## src/rtl/ser_rx_pkg.sv

```systemverilog
package ser_rx_pkg;
    localparam int RX_DW      = 8;
    localparam int RX_LEN_MIN = 5;
    localparam int DIV_LO     = 16;
    localparam int DIV_HI     = 64;
    localparam int CNT_W      = $clog2(DIV_HI);
    localparam int IDX_W      = $clog2(RX_DW);

    typedef enum logic [1:0] {
        RX_ASYNC    = 2'd0,
        RX_SYNC_INT = 2'd1,
        RX_SYNC_EXT = 2'd2
    } rx_mode_e;
endpackage

```

## src/rtl/ser_rx_async.sv

```systemverilog
module ser_rx_async
    import ser_rx_pkg::*;
(
    input  logic             clk,
    input  logic             rst_n,
    input  logic             active,
    input  logic             tick,
    input  logic             rxd,
    input  logic             div64,
    input  logic [1:0]       len,
    input  logic             par_en,
    input  logic             par_odd,
    output logic             done,
    output logic [RX_DW-1:0] data,
    output logic             par_bad,
    output logic             frm_bad,
    output logic             brk
);
    typedef enum logic [2:0] {A_IDLE, A_START, A_DATA, A_PAR, A_STOP, A_WAIT} ast_e;

    typedef struct packed {
        ast_e             st;
        logic [CNT_W-1:0] cnt;
        logic [IDX_W-1:0] idx;
        logic [RX_DW-1:0] sh;
        logic             pbit;
        logic             done;
        logic [RX_DW-1:0] data;
        logic             par_bad;
        logic             frm_bad;
        logic             brk;
    } ast_t;

    ast_t q, d;
    logic [CNT_W-1:0] lim_full, lim_half;
    logic [IDX_W-1:0] last_idx;
    logic [IDX_W-1:0] shamt;
    logic [RX_DW-1:0] chr;

    always_comb begin
        lim_full = div64 ? CNT_W'(DIV_HI - 1) : CNT_W'(DIV_LO - 1);
        lim_half = div64 ? CNT_W'(DIV_HI / 2 - 1) : CNT_W'(DIV_LO / 2 - 1);
        last_idx = IDX_W'(RX_LEN_MIN - 1) + IDX_W'(len);
        shamt    = IDX_W'(RX_DW - RX_LEN_MIN) - IDX_W'(len);
        chr      = q.sh >> shamt;
        d        = q;
        d.done   = 1'b0;
        if (!active) begin
            d.st  = A_IDLE;
            d.cnt = '0;
            d.brk = 1'b0;
        end else if (tick) begin
            case (q.st)
                A_IDLE: if (!rxd) begin
                    d.st  = A_START;
                    d.cnt = '0;
                end
                A_START: begin
                    if (q.cnt == lim_half) begin
                        d.cnt = '0;
                        d.idx = '0;
                        d.st  = rxd ? A_IDLE : A_DATA;
                    end else d.cnt = q.cnt + 1'b1;
                end
                A_DATA: begin
                    if (q.cnt == lim_full) begin
                        d.cnt = '0;
                        d.sh  = {rxd, q.sh[RX_DW-1:1]};
                        if (q.idx == last_idx) d.st = par_en ? A_PAR : A_STOP;
                        else                   d.idx = q.idx + 1'b1;
                    end else d.cnt = q.cnt + 1'b1;
                end
                A_PAR: begin
                    if (q.cnt == lim_full) begin
                        d.cnt  = '0;
                        d.pbit = rxd;
                        d.st   = A_STOP;
                    end else d.cnt = q.cnt + 1'b1;
                end
                A_STOP: begin
                    if (q.cnt == lim_full) begin
                        d.cnt     = '0;
                        d.done    = 1'b1;
                        d.data    = chr;
                        d.par_bad = par_en & (^chr ^ q.pbit ^ par_odd);
                        d.frm_bad = ~rxd;
                        if (!rxd) begin
                            d.st  = A_WAIT;
                            d.brk = (chr == '0) && !(par_en && q.pbit);
                        end else d.st = A_IDLE;
                    end else d.cnt = q.cnt + 1'b1;
                end
                A_WAIT: if (rxd) begin
                    d.st  = A_IDLE;
                    d.brk = 1'b0;
                end
                default: d.st = A_IDLE;
            endcase
        end
    end

    always_ff @(posedge clk or negedge rst_n) begin
        if (!rst_n) begin
            q    <= '0;
            q.st <= A_IDLE;
        end else begin
            q <= d;
        end
    end

    assign done    = q.done;
    assign data    = q.data;
    assign par_bad = q.par_bad;
    assign frm_bad = q.frm_bad;
    assign brk     = q.brk;

    // A start bit that has gone high by mid-bit returns the receiver to idle.
    assert_false_start_R2: assert property (@(posedge clk) disable iff (!rst_n)
        (active && tick && q.st == A_START && q.cnt == lim_half && rxd)
        |=> (q.st == A_IDLE && !q.done));

    // The break indication is held only while waiting for the line to go high.
    assert_brk_in_wait_R7: assert property (@(posedge clk) disable iff (!rst_n)
        q.brk |-> q.st == A_WAIT);
endmodule

```

## src/rtl/ser_rx_sync.sv

```systemverilog
module ser_rx_sync
    import ser_rx_pkg::*;
(
    input  logic             clk,
    input  logic             rst_n,
    input  logic             active,
    input  logic             ext,
    input  logic             hunt_cmd,
    input  logic             tick,
    input  logic             rxd,
    input  logic             sync_in,
    input  logic [1:0]       len,
    input  logic             par_en,
    input  logic             par_odd,
    input  logic [RX_DW-1:0] sync_char,
    output logic             done,
    output logic [RX_DW-1:0] data,
    output logic             par_bad,
    output logic             found
);
    typedef enum logic [1:0] {S_HUNT, S_DATA, S_PAR} sst_e;

    typedef struct packed {
        sst_e             st;
        logic [IDX_W-1:0] idx;
        logic [RX_DW-1:0] win;
        logic [RX_DW-1:0] sh;
        logic             done;
        logic [RX_DW-1:0] data;
        logic             par_bad;
        logic             found;
    } sst_t;

    sst_t q, d;
    logic [IDX_W-1:0] last_idx, shamt;
    logic [RX_DW-1:0] win_n, sh_n, mask;

    always_comb begin
        last_idx = IDX_W'(RX_LEN_MIN - 1) + IDX_W'(len);
        shamt    = IDX_W'(RX_DW - RX_LEN_MIN) - IDX_W'(len);
        mask     = {RX_DW{1'b1}} >> shamt;
        win_n    = {rxd, q.win[RX_DW-1:1]};
        sh_n     = {rxd, q.sh[RX_DW-1:1]};
        d        = q;
        d.done   = 1'b0;
        d.found  = 1'b0;
        if (!active || hunt_cmd) begin
            d.st  = S_HUNT;
            d.win = '0;
            d.idx = '0;
        end else begin
            case (q.st)
                S_HUNT: begin
                    if (ext) begin
                        if (sync_in) begin
                            d.st  = S_DATA;
                            d.idx = '0;
                        end
                    end else if (tick) begin
                        d.win = win_n;
                        if ((win_n >> shamt) == (sync_char & mask)) begin
                            d.found = 1'b1;
                            d.st    = S_DATA;
                            d.idx   = '0;
                        end
                    end
                end
                S_DATA: if (tick) begin
                    d.sh = sh_n;
                    if (q.idx == last_idx) begin
                        d.idx = '0;
                        if (par_en) d.st = S_PAR;
                        else begin
                            d.done    = 1'b1;
                            d.data    = sh_n >> shamt;
                            d.par_bad = 1'b0;
                        end
                    end else d.idx = q.idx + 1'b1;
                end
                S_PAR: if (tick) begin
                    d.st      = S_DATA;
                    d.done    = 1'b1;
                    d.data    = q.sh >> shamt;
                    d.par_bad = ^(q.sh >> shamt) ^ rxd ^ par_odd;
                end
                default: d.st = S_HUNT;
            endcase
        end
    end

    always_ff @(posedge clk or negedge rst_n) begin
        if (!rst_n) begin
            q    <= '0;
            q.st <= S_HUNT;
        end else begin
            q <= d;
        end
    end

    assign done    = q.done;
    assign data    = q.data;
    assign par_bad = q.par_bad;
    assign found   = q.found;

    // An external sync pulse during the hunt starts character assembly.
    assert_ext_start_R10: assert property (@(posedge clk) disable iff (!rst_n)
        (active && ext && !hunt_cmd && q.st == S_HUNT && sync_in) |=> q.st == S_DATA);
endmodule

```

## src/rtl/ser_rx_flags.sv

```systemverilog
module ser_rx_flags
    import ser_rx_pkg::*;
(
    input  logic             clk,
    input  logic             rst_n,
    input  logic             done_i,
    input  logic [RX_DW-1:0] data_i,
    input  logic             par_bad_i,
    input  logic             frm_bad_i,
    input  logic             found_i,
    input  logic             int_mode_i,
    input  logic             rd_data_i,
    input  logic             rd_status_i,
    input  logic             err_clr_i,
    output logic             rdy_o,
    output logic [RX_DW-1:0] data_o,
    output logic             ovr_o,
    output logic             perr_o,
    output logic             ferr_o,
    output logic             sdet_o
);
    typedef struct packed {
        logic             rdy;
        logic [RX_DW-1:0] data;
        logic             ovr;
        logic             perr;
        logic             ferr;
        logic             sdet;
    } flg_t;

    flg_t q, d;

    always_comb begin
        d = q;
        if (err_clr_i) begin
            d.ovr  = 1'b0;
            d.perr = 1'b0;
            d.ferr = 1'b0;
        end
        if (done_i) begin
            d.data = data_i;
            d.rdy  = 1'b1;
            if (q.rdy && !rd_data_i) d.ovr = 1'b1;
            if (par_bad_i) d.perr = 1'b1;
            if (frm_bad_i) d.ferr = 1'b1;
        end else if (rd_data_i) begin
            d.rdy = 1'b0;
        end
        if (!int_mode_i)      d.sdet = 1'b0;
        else if (found_i)     d.sdet = 1'b1;
        else if (rd_status_i) d.sdet = 1'b0;
    end

    always_ff @(posedge clk or negedge rst_n) begin
        if (!rst_n) q <= '0;
        else        q <= d;
    end

    assign rdy_o  = q.rdy;
    assign data_o = q.data;
    assign ovr_o  = q.ovr;
    assign perr_o = q.perr;
    assign ferr_o = q.ferr;
    assign sdet_o = q.sdet;

    assert_ready_on_char_R3: assert property (@(posedge clk) disable iff (!rst_n)
        done_i |=> q.rdy);
    assert_read_clears_R3: assert property (@(posedge clk) disable iff (!rst_n)
        (rd_data_i && !done_i) |=> !q.rdy);
    assert_overrun_on_full_R4: assert property (@(posedge clk) disable iff (!rst_n)
        (done_i && q.rdy && !rd_data_i) |=> q.ovr);
    assert_errclr_R11: assert property (@(posedge clk) disable iff (!rst_n)
        (err_clr_i && !done_i) |=> (!q.ovr && !q.perr && !q.ferr));
    assert_sync_found_R8: assert property (@(posedge clk) disable iff (!rst_n)
        (found_i && int_mode_i) |=> q.sdet);
    assert_status_clear_R9: assert property (@(posedge clk) disable iff (!rst_n)
        (rd_status_i && !found_i) |=> !q.sdet);
endmodule

```

## src/rtl/ser_rx_top.sv

```systemverilog
module ser_rx_top
    import ser_rx_pkg::*;
(
    input  logic             clk,
    input  logic             rst_n,
    input  logic             rx_tick,
    input  logic             ser_in,
    input  logic [1:0]       cfg_mode,
    input  logic [1:0]       cfg_len,
    input  logic             cfg_par_en,
    input  logic             cfg_par_odd,
    input  logic             cfg_div64,
    input  logic [RX_DW-1:0] cfg_sync_char,
    input  logic             cmd_hunt,
    input  logic             cmd_err_clr,
    input  logic             rd_data,
    input  logic             rd_status,
    input  logic             lev_in,
    output logic             lev_out,
    output logic             lev_oe,
    output logic [RX_DW-1:0] rx_data,
    output logic             char_ready,
    output logic             overrun,
    output logic             parity_err,
    output logic             framing_err
);
    logic             is_async, is_int, is_ext;
    logic             a_done, a_pbad, a_fbad, a_brk;
    logic [RX_DW-1:0] a_data;
    logic             s_done, s_pbad, s_found;
    logic [RX_DW-1:0] s_data;
    logic             m_done, m_pbad, m_fbad;
    logic [RX_DW-1:0] m_data;
    logic             sdet;

    assign is_async = (cfg_mode == RX_ASYNC);
    assign is_int   = (cfg_mode == RX_SYNC_INT);
    assign is_ext   = (cfg_mode == RX_SYNC_EXT);

    ser_rx_async u_async (
        .clk(clk), .rst_n(rst_n), .active(is_async), .tick(rx_tick), .rxd(ser_in),
        .div64(cfg_div64), .len(cfg_len), .par_en(cfg_par_en), .par_odd(cfg_par_odd),
        .done(a_done), .data(a_data), .par_bad(a_pbad), .frm_bad(a_fbad), .brk(a_brk)
    );

    ser_rx_sync u_sync (
        .clk(clk), .rst_n(rst_n), .active(is_int || is_ext), .ext(is_ext),
        .hunt_cmd(cmd_hunt), .tick(rx_tick), .rxd(ser_in), .sync_in(lev_in),
        .len(cfg_len), .par_en(cfg_par_en), .par_odd(cfg_par_odd),
        .sync_char(cfg_sync_char), .done(s_done), .data(s_data),
        .par_bad(s_pbad), .found(s_found)
    );

    assign m_done = is_async ? a_done : s_done;
    assign m_data = is_async ? a_data : s_data;
    assign m_pbad = is_async ? a_pbad : s_pbad;
    assign m_fbad = is_async & a_fbad;

    ser_rx_flags u_flags (
        .clk(clk), .rst_n(rst_n), .done_i(m_done), .data_i(m_data),
        .par_bad_i(m_pbad), .frm_bad_i(m_fbad), .found_i(s_found),
        .int_mode_i(is_int), .rd_data_i(rd_data), .rd_status_i(rd_status),
        .err_clr_i(cmd_err_clr), .rdy_o(char_ready), .data_o(rx_data),
        .ovr_o(overrun), .perr_o(parity_err), .ferr_o(framing_err), .sdet_o(sdet)
    );

    assign lev_out = is_async ? a_brk : (is_int ? sdet : 1'b0);
    assign lev_oe  = !is_ext;
endmodule

```

## config.mk

```make
export PLATFORM = sky130hd
export DESIGN_NAME = ser_rx_top
export DESIGN_NICKNAME = d
export VERILOG_FILES = /design/src/rtl/ser_rx_pkg.sv /design/src/rtl/ser_rx_async.sv /design/src/rtl/ser_rx_sync.sv /design/src/rtl/ser_rx_flags.sv /design/src/rtl/ser_rx_top.sv
export SDC_FILE = /design/constraint.sdc
export NUM_CORES = 1
export LEC_CHECK = 0
export ABC_AREA = 1
export BUFFER_PORTS_ARGS = -buffer_cell sky130_fd_sc_hd__buf_2
export CAP_MARGIN = 20
export CORE_MARGIN = 4
export CORE_UTILIZATION = 55
export CTS_BUF_LIST = sky130_fd_sc_hd__clkbuf_4 sky130_fd_sc_hd__clkbuf_8
export CTS_CLUSTER_DIAMETER = 50
export DETAILED_ROUTE_END_ITERATION = 10
export PLACE_DENSITY = 0.84
export SLEW_MARGIN = 20
export SYNTH_ARGS = -nofsm -noshare
export SYNTH_HDL_FRONTEND = slang
export SYNTH_SLANG_ARGS = --single-unit
export TNS_END_PERCENT = 30
```

## constraint.sdc

```tcl
create_clock -name clk -period 4.88 [get_ports clk]
set_input_delay 0.488 -clock clk [delete_from_list [all_inputs] [get_ports clk]]
set_output_delay 0.488 -clock clk [all_outputs]
set_load 0.03 [all_outputs]
```

* Yosys cells after proc, flatten, opt, wreduce, memory -nomap -nowiden
Cells that the tools add are included.
Operators by class: shifts and indexed selects 5, equal/unequal tests 41, reduce and logical (&&, ||, !) cells 34, $add $sub $neg 5, mux-type cells 71, bitwise gates (word level) 9
Operator list (number):
- 11-bit two-way mux | 4
- 10-bit two-way mux | 4
- 3-bit two-way mux | 13
- 33-bit two-way mux | 1
- 8-bit two-way mux | 4
- 8-bit by 3-bit >> shifter with 8-bit output | 4
- 3-bit by 2-bit != test with 1-bit output, second input constant | 9
- 13-bit two-way mux | 2
- 5-bit two-way mux | 5
- 1-bit two-way mux | 21
- 10-bit case mux with 2 select lines | 1
- 6-bit two-way mux | 3
- 9-bit two-way mux | 2
- 3-bit case mux with 6 select lines | 1
- 6-bit case mux with 3 select lines | 1
- 8-bit XOR reduction | 2
- 6-bit equality test | 2
- 12-bit two-way mux | 1
- 3-bit case mux with 2 select lines | 2
- 4-bit AND reduction | 3
- 6-bit AND reduction | 2
- 2-bit != test, second input constant | 5
- 5-bit AND reduction | 2
- 2-bit nonzero test | 5
- other kinds (35) | 66
Storage, ports and cells: output and inout port bits 14, register bits after elaboration 78, logic and storage cells 189, input port bits 24

* Depth between registers and ports, before layout
Gate-level depths: netlist of run 1.
depth in word-level cells 10, mapped depth 15, depth with buffers taken out 13

* Hierarchy
From an unflattened synthesis of run 1, not the netlist that was laid out.
Unflattened totals: cell total of the unflattened synthesis 752, area, all modules 5220.0 µm²
By module, submodules not included:
- ser_rx_sync | times used 1, area each 2474.9 µm², seq. area each 775.7 µm², cells each 372
- ser_rx_async | times used 1, area each 2040.7 µm², seq. area each 825.8 µm², cells each 280
- ser_rx_flags | times used 1, area each 500.5 µm², seq. area each 325.3 µm², cells each 56
- ser_rx_top | times used 1, area each 203.9 µm², seq. area each 0.0 µm², cells each 44

* Worst setup path after synthesis of run 1
No wires, ideal clock.
kind in2out, start point in cfg_mode[0], end point out lev_out, data required time 4392 ps, buffers on the path 2, stages 5, slack 2627 ps, data arrival time 1765 ps, cell sequence inv_1 ha_1 buf_2 buf_1 o21ai_0
On the way: longest elaborated chain between the ends 3, elaborated cells between the ends (all ways) 4, those cells by class eq/ne (1); mux (2); reduce/logical (1)
RTL lines:
- start, declared | RTL line ser_rx_top.sv:8 | input logic [1:0] cfg_mode,
- 2-bit by 1-bit equality test with 1-bit output | RTL line ser_rx_top.sv:37 | assign is_int = (cfg_mode == RX_SYNC_INT);
- 1-bit two-way mux | RTL line ser_rx_top.sv:67 | assign lev_out = is_async ? a_brk : (is_int ? sdet : 1'b0);
- 1-bit two-way mux * | RTL line ser_rx_top.sv:67
- end, declared | RTL line ser_rx_top.sv:19 | output logic lev_out,
Every way passes the cells marked *; elsewhere a longest branch is shown, timed or not.

* Worst setup path in the final report of run 1
start point in cfg_len[1], end point reg u_async.q, in the netlist u_async.par_bad
On the way: longest elaborated chain between the ends 6
RTL lines:
- start, declared | RTL line ser_rx_top.sv:9 | input logic [1:0] cfg_len,
- 2-bit by 2-bit subtractor with 3-bit output | RTL line ser_rx_async.sv:44 | shamt = IDX_W'(RX_DW - RX_LEN_MIN) - IDX_W'(len);
- 8-bit by 3-bit >> shifter with 8-bit output | RTL line ser_rx_async.sv:45 | chr = q.sh >> shamt;
- 8-bit XOR reduction | RTL line ser_rx_async.sv:85 | d.par_bad = par_en & (^chr ^ q.pbit ^ par_odd);
- 1-bit bitwise XOR (2 in a row) | RTL line ser_rx_async.sv:85
- 1-bit AND | RTL line ser_rx_async.sv:85
- end, declared | RTL line ser_rx_async.sv:34 | ast_t q, d;
Every way passes these cells. A chain may end at the register's enable or synchronous reset.

==> results of run 1 <==
power by group:
part           switching, µW  leakage (µW)  internal, µW
Sequential              42.1       0.00105           686
Clock                    233      0.000108           297
Combinational            295       0.00155           133
how the worst max path moves through the flow:
stage                 from         endpoint  depth (start not counted)
4_1_cts         cfg_len[1]  u_async.par_bad                         11
5_1_grt         cfg_len[1]  u_async.par_bad                          9
6_report        cfg_len[1]  u_async.par_bad                         11
3_3_place_gp    cfg_len[1]  u_async.par_bad                         11
2_1_floorplan  cfg_mode[0]          lev_out                          5
3_5_place_dp    cfg_len[1]  u_async.par_bad                         11
synth_stat cells (all sizes together):
library cell	number	area, µm²
or2	1	6.26
o21ai	72	375
clkinv	1	3.75
a21oi	15	78.8
buf	19	133
nor3	10	72.6
o211ai	2	15.0
a22oi	1	7.51
ha	14	175
clkbuf	2	7.51
o22ai	10	62.6
nand4	6	37.5
inv	84	320
dfrtp	77	1930
nand2	242	931
xor2	5	43.8
o22a	1	8.76
a211oi	2	15.0
nor2	47	196
xnor2	7	61.3
o21bai	1	18.8
mux2i	1	10.0
nand3b	2	15.0
and3b	1	8.76
o32ai	1	8.76
a32oi	1	8.76
nand3	52	298
o21a	1	7.51
a31oi	9	56.3
sequential cells by signal (all words and copies together) (netlist names):
signal and cells:
u_async.brk 1, u_async.data 8, u_async.done 1, u_async.frm_bad 1, u_async.par_bad 1, u_async.q 21
u_flags.data_o 8, u_flags.ferr_o 1, u_flags.ovr_o 1, u_flags.perr_o 1, u_flags.rdy_o 1, u_flags.sdet_o 1
u_sync.data 8, u_sync.done 1, u_sync.found 1, u_sync.par_bad 1, u_sync.q 20
area by class of cell:
| class | instances | area [µm²] | share of cell area (%) |
|---|---|---|---|
| inverters | 85 | 324 | 6.11 |
| repair buffers | 37 | 188 | 3.54 |
| clock inverters | 4 | 73.8 | 1.39 |
| well taps | 108 | 135 | 2.55 |
| multi-input cells | 504 | 2520 | 47.5 |
| clock buffers | 10 | 138 | 2.59 |
| flip-flops and latches | 77 | 1930 | 36.3 |
cells by family (layout without fill, tap and decap cells):
family | after synthesis | after routing | synth area share, %
and+or+nand+nor | 361 | 361 | 31.9
AOI/OAI and AO/OA | 116 | 116 | 13.5
buffers and inverters | 106 | 136 | 9.45
DFF | 77 | 77 | 39.2
adders and majority gates | 14 | 14 | 3.57
xor gates and xnor gates | 12 | 12 | 2.14
muxes | 1 | 1 | 0.204
per-stage QoR:
stage,utilization [%],hold WS [ps],worst slack [ps],cells
after floorplan,-,192,2630,687
after global placement,58.4,435,2070,811
after detailed placement,58.4,460,1930,811
after CTS,60.8,328,2270,825
after global routing,60.8,336,2000,825
final,60.8,291,2210,825
per-layer routing:
metal | global-route usage (%) | up-vias
met2 | 36.8 | 157
met3 | 3.34 | 25
met5 | 0 | -
met1 | 31.1 | 2106
li1 | - | 2265
met4 | 7.06 | 0
==> summary.md, run 1 <==
| Metric | Value |
|---|---|
| Outcome | completed |
| Post-synthesis sequential area ratio | about two fifths |
| Final period utilization | a little over half |
| CP Cell Sequence | buf_2, inv_1, a21oi_1, o21ai_0, o21ai_0, ha_1, xnor2_1, xnor2_1, xor2_1, nand3_1, o21ai_0 |
| R2R Path Start | u_async.q[18] |
| Clk buf depth | 2 |
| WP buf/inv | 2 |
| CTS buffer count | 9 |
| Initial antenna violation count | 0 |
| Seq cells post-synth | 77 |
| Top delay family on crit path | buffers and inverters |
| Worst r2r dst | u_async.par_bad |
| Final wirelength | ~11 mm |
| Routability cong. | between 0.9 and 1 |
| Starting density of the core | a little under three fifths |
| Final #Nets | 752 |
| Finish-stage setup viols | 0 |
| Max-Cap Viols | 0 |
| Vias in the first global route | about 4200 |
| Hold WC Path Type | input pin to asynchronous set/reset pin |
| Detailed Route Iter0 Violations | between 200 and 300 |
| Power Total | around 1700 µW |
| Clock Latency Late Sink | 350 ps |
| Post-Syn Instances | 687 |
| Layout area overhead | 8.03% |
| Max Transition Viols Final | 0 |
| Resize count post-CTS | 0 |
| DIE AREA | ~11000 µm² |
| Post-Syn Nets | 725 |
| Crit path max-delay cell type | inv_1 |
| First-pass GRT wire length | ~19 mm |
| Clk_skew | 11.1 ps |
| Met3 WL | 662 µm |
| TritonRoute pass-1 iters | 5 |
| I/O pin total | 38 |
| Remaining antenna violation count | 0 |
| Grt ovf | 0 |
| Worst EP required | between 5000 and 6000 ps |
| Root Buffer | clkbuf_8 |
| Max Clk Rate | 375 MHz |
| Pwr/cell area | 318 nW/µm² |
| Leakage | 0.00271 µW |
| Worst Max-Slew Pin Slew | 939 ps |
| Core area | ~8700 µm² |
| H-Tree Depth | 3 |
| Critical path launch point type | input pin |
| CTS clk-pin slew, worst paths | ~80 ps |
| Drt drc | 0 |
| FF-to-FF setup slack | about 2800 ps |
| Clock sinks | 77 |
| Layout cell share with drive strength beyond 1 | a little under an eighth |
| Tot GR Track Use | between 20% and 30% |
| Min cycle time layout | approximately 2700 ps |
| TritonCTS clock tree | yes |
| Unique masters post-synth | between 40 and 50 |
| Post-synthesis instance area | a little under 5000 µm² |
| Post-CTS Setup Bufs | 0 |
| Crit path DAT | 2940 ps |
| Setup TNS | 0 ps |
| RSZ-0062 raised after global routing | false |
| Highest metal used | met4 |
| Via Count | about 4600 |
| Post-synthesis average cell area | ~7 µm² |
| Port buffer count | 37 |
| Crit path capture type | flip-flop |
| Placed Area | 5090 µm² |
| Post-DP HPWL | around 8.3 mm |
| Met1 WL | about 5.2 mm |
| Max incr delay on CP | roughly 520 ps |
| Fillers | 758 |
| Kind of critical path | input pin to flip-flop |
| Die Wd | roughly 100 µm |
| Fin area | approximately 5300 µm² |
| Slew HR | 37.4% |
| Ant diodes | 0 |
| Fin. Hold Viols | 0 |
| Vias per cell | approximately 5.5 |
| Most common cell after layout, fill and taps aside | nand2_1 |
| Largest net degree at the start of global routing | 78 |
| Maximum vdd ir drop | roughly 0.0002 V |
| Most frequent cell on the critical path | o21ai_0 |
| Routed WL per cell | 13.8 µm |
| Die H | just over 100 µm |
| Routed wl met2 | around 5.3 mm |
| # rows | 34 |
| Most frequent cells in the layout | nand2_1 (235), inv_1 (79), dfrtp_1 (77), o21ai_0 (61), nand3_1 (46) |
| Worst-path fanout max | 30 |
| Ys Warns | 0 |
| Register-to-Register Path Depth | 9 |
| Cts hold-fix bufs | 0 |
Note: power is estimated with default switching activity, not from simulation.
==> run 2: changes to the inputs <==
--- a/config.mk
+++ b/config.mk
@@ -5,7 +5,7 @@
 export SDC_FILE = /design/constraint.sdc
 export NUM_CORES = 1
 export LEC_CHECK = 0
-export ABC_AREA = 1
+export ABC_AREA = 0
 export BUFFER_PORTS_ARGS = -buffer_cell sky130_fd_sc_hd__buf_2
 export CAP_MARGIN = 20
 export CORE_MARGIN = 4
==> constraint.sdc (replaced) <==
create_clock -name clk -period 2.7 [get_ports clk]
set_input_delay 0.27 -clock clk [delete_from_list [all_inputs] [get_ports clk]]
set_output_delay 0.27 -clock clk [all_outputs]
set_load 0.03 [all_outputs]
==> run 2 against run 1 <==
Effect of this change: cell count is 24% lower; synthesized cell count is 29% lower; first-iteration DRC count is 34% lower; sequential share of layout area is 1.1 points higher; routed wire length is 11% lower; total power is 34% higher; register-to-register slack worse by 2400 ps; combinational power is 37% lower; critical endpoint unchanged.
==> summary.md, run 2 <==
| Metric | Value |
|---|---|
| Port buffer count | 37 (unchanged) |
| Clock Latency Late Sink | 360 ps (about the same) |
| Count leader, synth | dfrtp_1 |
| Worst EP required | 2960 ps (-2190 ps) |
| Layout cell share with drive strength beyond 1 | 18.9% (+7.5 points) |
| Die H | 101 µm (-1.9%) |
| Crit path capture type | flip-flop |
| Post-Syn Nets | 528 (-27%) |
| Core area | 8260 µm² (-5.3%) |
| Critical path launch point type | flip-flop |
| Post-synthesis average cell area | 9.62 µm² (+35%) |
| Synth area leaders | dfrtp_1 (41%), mux2i_1 (8.7%), mux2_2 (5.5%), nand2_1 (5.0%), xnor2_1 (4.1%) |
| TritonCTS clock tree | yes |
| Root Buffer | clkbuf_8 |
| Routed WL per cell | 16.1 µm (+17%) |
| Synth top area share | 40.9% (+1.6 points) |
| RSZ-0062 raised after global routing | false |
| Slew HR | 37.2% (-0.22 points) |
| Synth area leader | dfrtp_1 |
| Max Transition Viols Final | 0 (unchanged) |
| Ant diodes | 0 (unchanged) |
| Crit path max-delay cell type | nand3_1 |
| Routability cong. | 0.859 (-4.7%) |
| Crit path DAT | 2500 ps (-440 ps) |
| WHS | 39.9 ps (-251 ps) |
| Clk buf depth | 2 (unchanged) |
| Post-CTS Setup Bufs | 0 (unchanged) |
| Vias in the first global route | 3658 (-12%) |
| Setup TNS | 0 ps (unchanged) |
| Top FF cell, synth | dfrtp_1 |
| First-pass GRT wire length | 17.1 mm (-9.4%) |
| Grt ovf | 0 (unchanged) |
| R2R Path Start | u_async.q[24] |
| Starting density of the core | 57.1% (+0.78 points) |
| Worst-path fanout max | 21 (-30%) |
| Cts hold-fix bufs | 0 (unchanged) |
| Detailed Route Iter0 Violations | 192 (-34%) |
| Post-synth EDFFs | 0 (unchanged) |
| Register-to-Register Path Depth | 6 (-3) |
| Clk_skew | 10.2 ps (-0.860 ps) |
| Max-Cap Viols | 0 (unchanged) |
| Die Wd | 101 µm (-1.9%) |
| DIE AREA | 10100 µm² (-3.7%) |
| Fin. Hold Viols | 0 (unchanged) |
| Maximum vdd ir drop | 0.000282 V (+40%) |
| H-Tree Depth | 3 (unchanged) |
| Max incr delay on CP | 480 ps (-40 ps) |
| Min cycle time layout | 2240 ps |
| Kind of critical path | flip-flop to flip-flop |
| Resize count post-CTS | 0 (unchanged) |
| Largest net degree at the start of global routing | 78 (unchanged) |
| Worst r2r dst | u_async.par_bad |
| Unique masters post-synth | 63 (+37%) |
| Post-synthesis instance area | 4710 µm² (-4.0%) |
| Placed Instances | 612 (-25%) |
| Via Count | 3689 (-19%) |
| Largest Register | u_async.q |
| Seq cells post-synth | 77 (unchanged) |
| Max Clk Rate | around 450 MHz |
| Asr flop ratio synth | 100% (unchanged) |
| Drt drc | 0 (unchanged) |
| Most frequent cells in the layout | dfrtp_1 (77), nand2_1 (63), mux2i_1 (41), buf_2 (36), o21ai_0 (32) |
| Initial antenna violation count | 0 (unchanged) |
| FF-to-FF setup slack | 460 ps (-2370 ps) |
| Worst Max-Slew Pin Slew | 942 ps (+3.36 ps) |
| Clock sinks | 77 (unchanged) |
| Final wirelength | 10.1 mm (-11%) |
| Outcome | completed |
| Tot GR Track Use | 21.3% (-1.3 points) |
| Post-synthesis sequential area ratio | 40.9% (+1.6 points) |
| Final #Nets | 556 (-26%) |
| CP Cell Sequence | ha_1, and3_1, o21ai_2, nor2_1, nand3_1, o31ai_1 |
| Ys Warns | 0 (unchanged) |
| Pwr/cell area | 440 nW/µm² (+38%) |
| Vias per cell | 5.87 (+6.4%) |
| Most common cell after layout, fill and taps aside | dfrtp_1 |
| Top flop regs | u_async.q x21, u_sync.q x20 |
| # rows | 33 (-2.9%) |
| Most common library cells after synthesis | dfrtp_1 (77), nand2_1 (63), mux2i_1 (41) |
| Hold WC Path Type | input pin to asynchronous set/reset pin |
| Remaining antenna violation count | 0 (unchanged) |
| Post-Syn Instances | 490 (-29%) |
| CTS buffer count | 9 (unchanged) |
| Final period utilization | between 80% and 90% |
| Non-Filler Instances | 628 (-24%) |
| Post-DP HPWL | 7.40 mm (-11%) |
| Finish-stage setup viols | 0 (unchanged) |
| I/O pin total | 38 (unchanged) |
| Leakage | 0.00234 µW (-14%) |
| CTS clk-pin slew, worst paths | 90 ps (about the same) |
| Max reg flops | 21 (unchanged) |
| Layout area overhead | 9.16% |
| TritonRoute pass-1 iters | 4 (-1) |
-- run 2: cell types whose count changed after synthesis, moves of 6 or more --
cell and change:
nor2b_1 +10, nand2_1 -172, and3_1 +8, inv_1 -60, clkbuf_1 +11, o22ai_1 -7, nand3_1 -21, mux2i_1 +40
mux2_2 +23, a22oi_1 +6, nor2_1 -27, xnor2_1 +15, o21ai_0 -29
-- run 2: where the power goes --
part / leakage (µW) / total (µW) / internal, µW / switching [µW]
Sequential: 0.00107 / 1180 / 1160 / 16.1
Clock: 0.0000864 / 817 / 344 / 473
Combinational: 0.00118 / 269 / 108 / 161
Total: 0.00234 / 2260 / 1610 / 650
-- run 2: per-stage QoR --
step	instance area, µm²	total power [µW]	setup slack [ps]	util [%]
6_report	5140	2260	463	62.3
5_1_grt	5140	2350	193	62.3
4_1_cts	5140	2270	487	62.3
3_5_place_dp	4960	1470	426	60.1
3_3_place_gp	4960	1460	523	60.1
2_1_floorplan	4710	1380	425	-
-- run 2: layout make-up --
type	count	area (µm²)
Sequential cell	77	1930
Inverter	19	71.3
Multi-Input combinational cell	368	2590
Timing Repair Buffer	43	245
Clock inverter	7	58.8
Fill cell	707	3110
Tap cell	105	131
Clock buffer	9	124
-- run 2: worst max-delay path: cells and delay by family, from the launching register on --
kind / cells / cell delay [ps]
AND/OR/NAND/NOR: 3 / 910
AO/OA/AOI/OAI: 2 / 540
flip-flops: 1 / 420
adder cells (fa/ha/maj): 1 / 260
-- run 2: kinds of logic after synthesis --
kind of cell	share of synthesized area, %
AND/OR/NAND/NOR	16.5
AO/OA/AOI/OAI	13.9
flip-flops	40.9
multiplexers	14.8
buffers and inverters	4.22
XOR/XNOR	6.03
adder cells (fa/ha/maj)	3.72
-- run 2: how the worst max path moves through the flow --
stage	startpoint	end	depth (start not counted)
3_5_place_dp	cfg_len[1]	u_sync.q[28]	8
4_1_cts	u_async.q[24]	u_async.par_bad	6
3_3_place_gp	cfg_len[1]	u_async.par_bad	8
6_report	u_async.q[24]	u_async.par_bad	6
5_1_grt	u_async.q[24]	u_async.par_bad	6
2_1_floorplan	cfg_len[1]	u_async.par_bad	12
-- run 2: per-layer routing --
layer	track usage (%)	up-vias	share of wire [%]
met2	35.8	102	49
met5	0	-	0
li1	-	1798	-
met1	27.6	1765	44
met4	9.12	0	2.3
met3	2.70	24	4.6
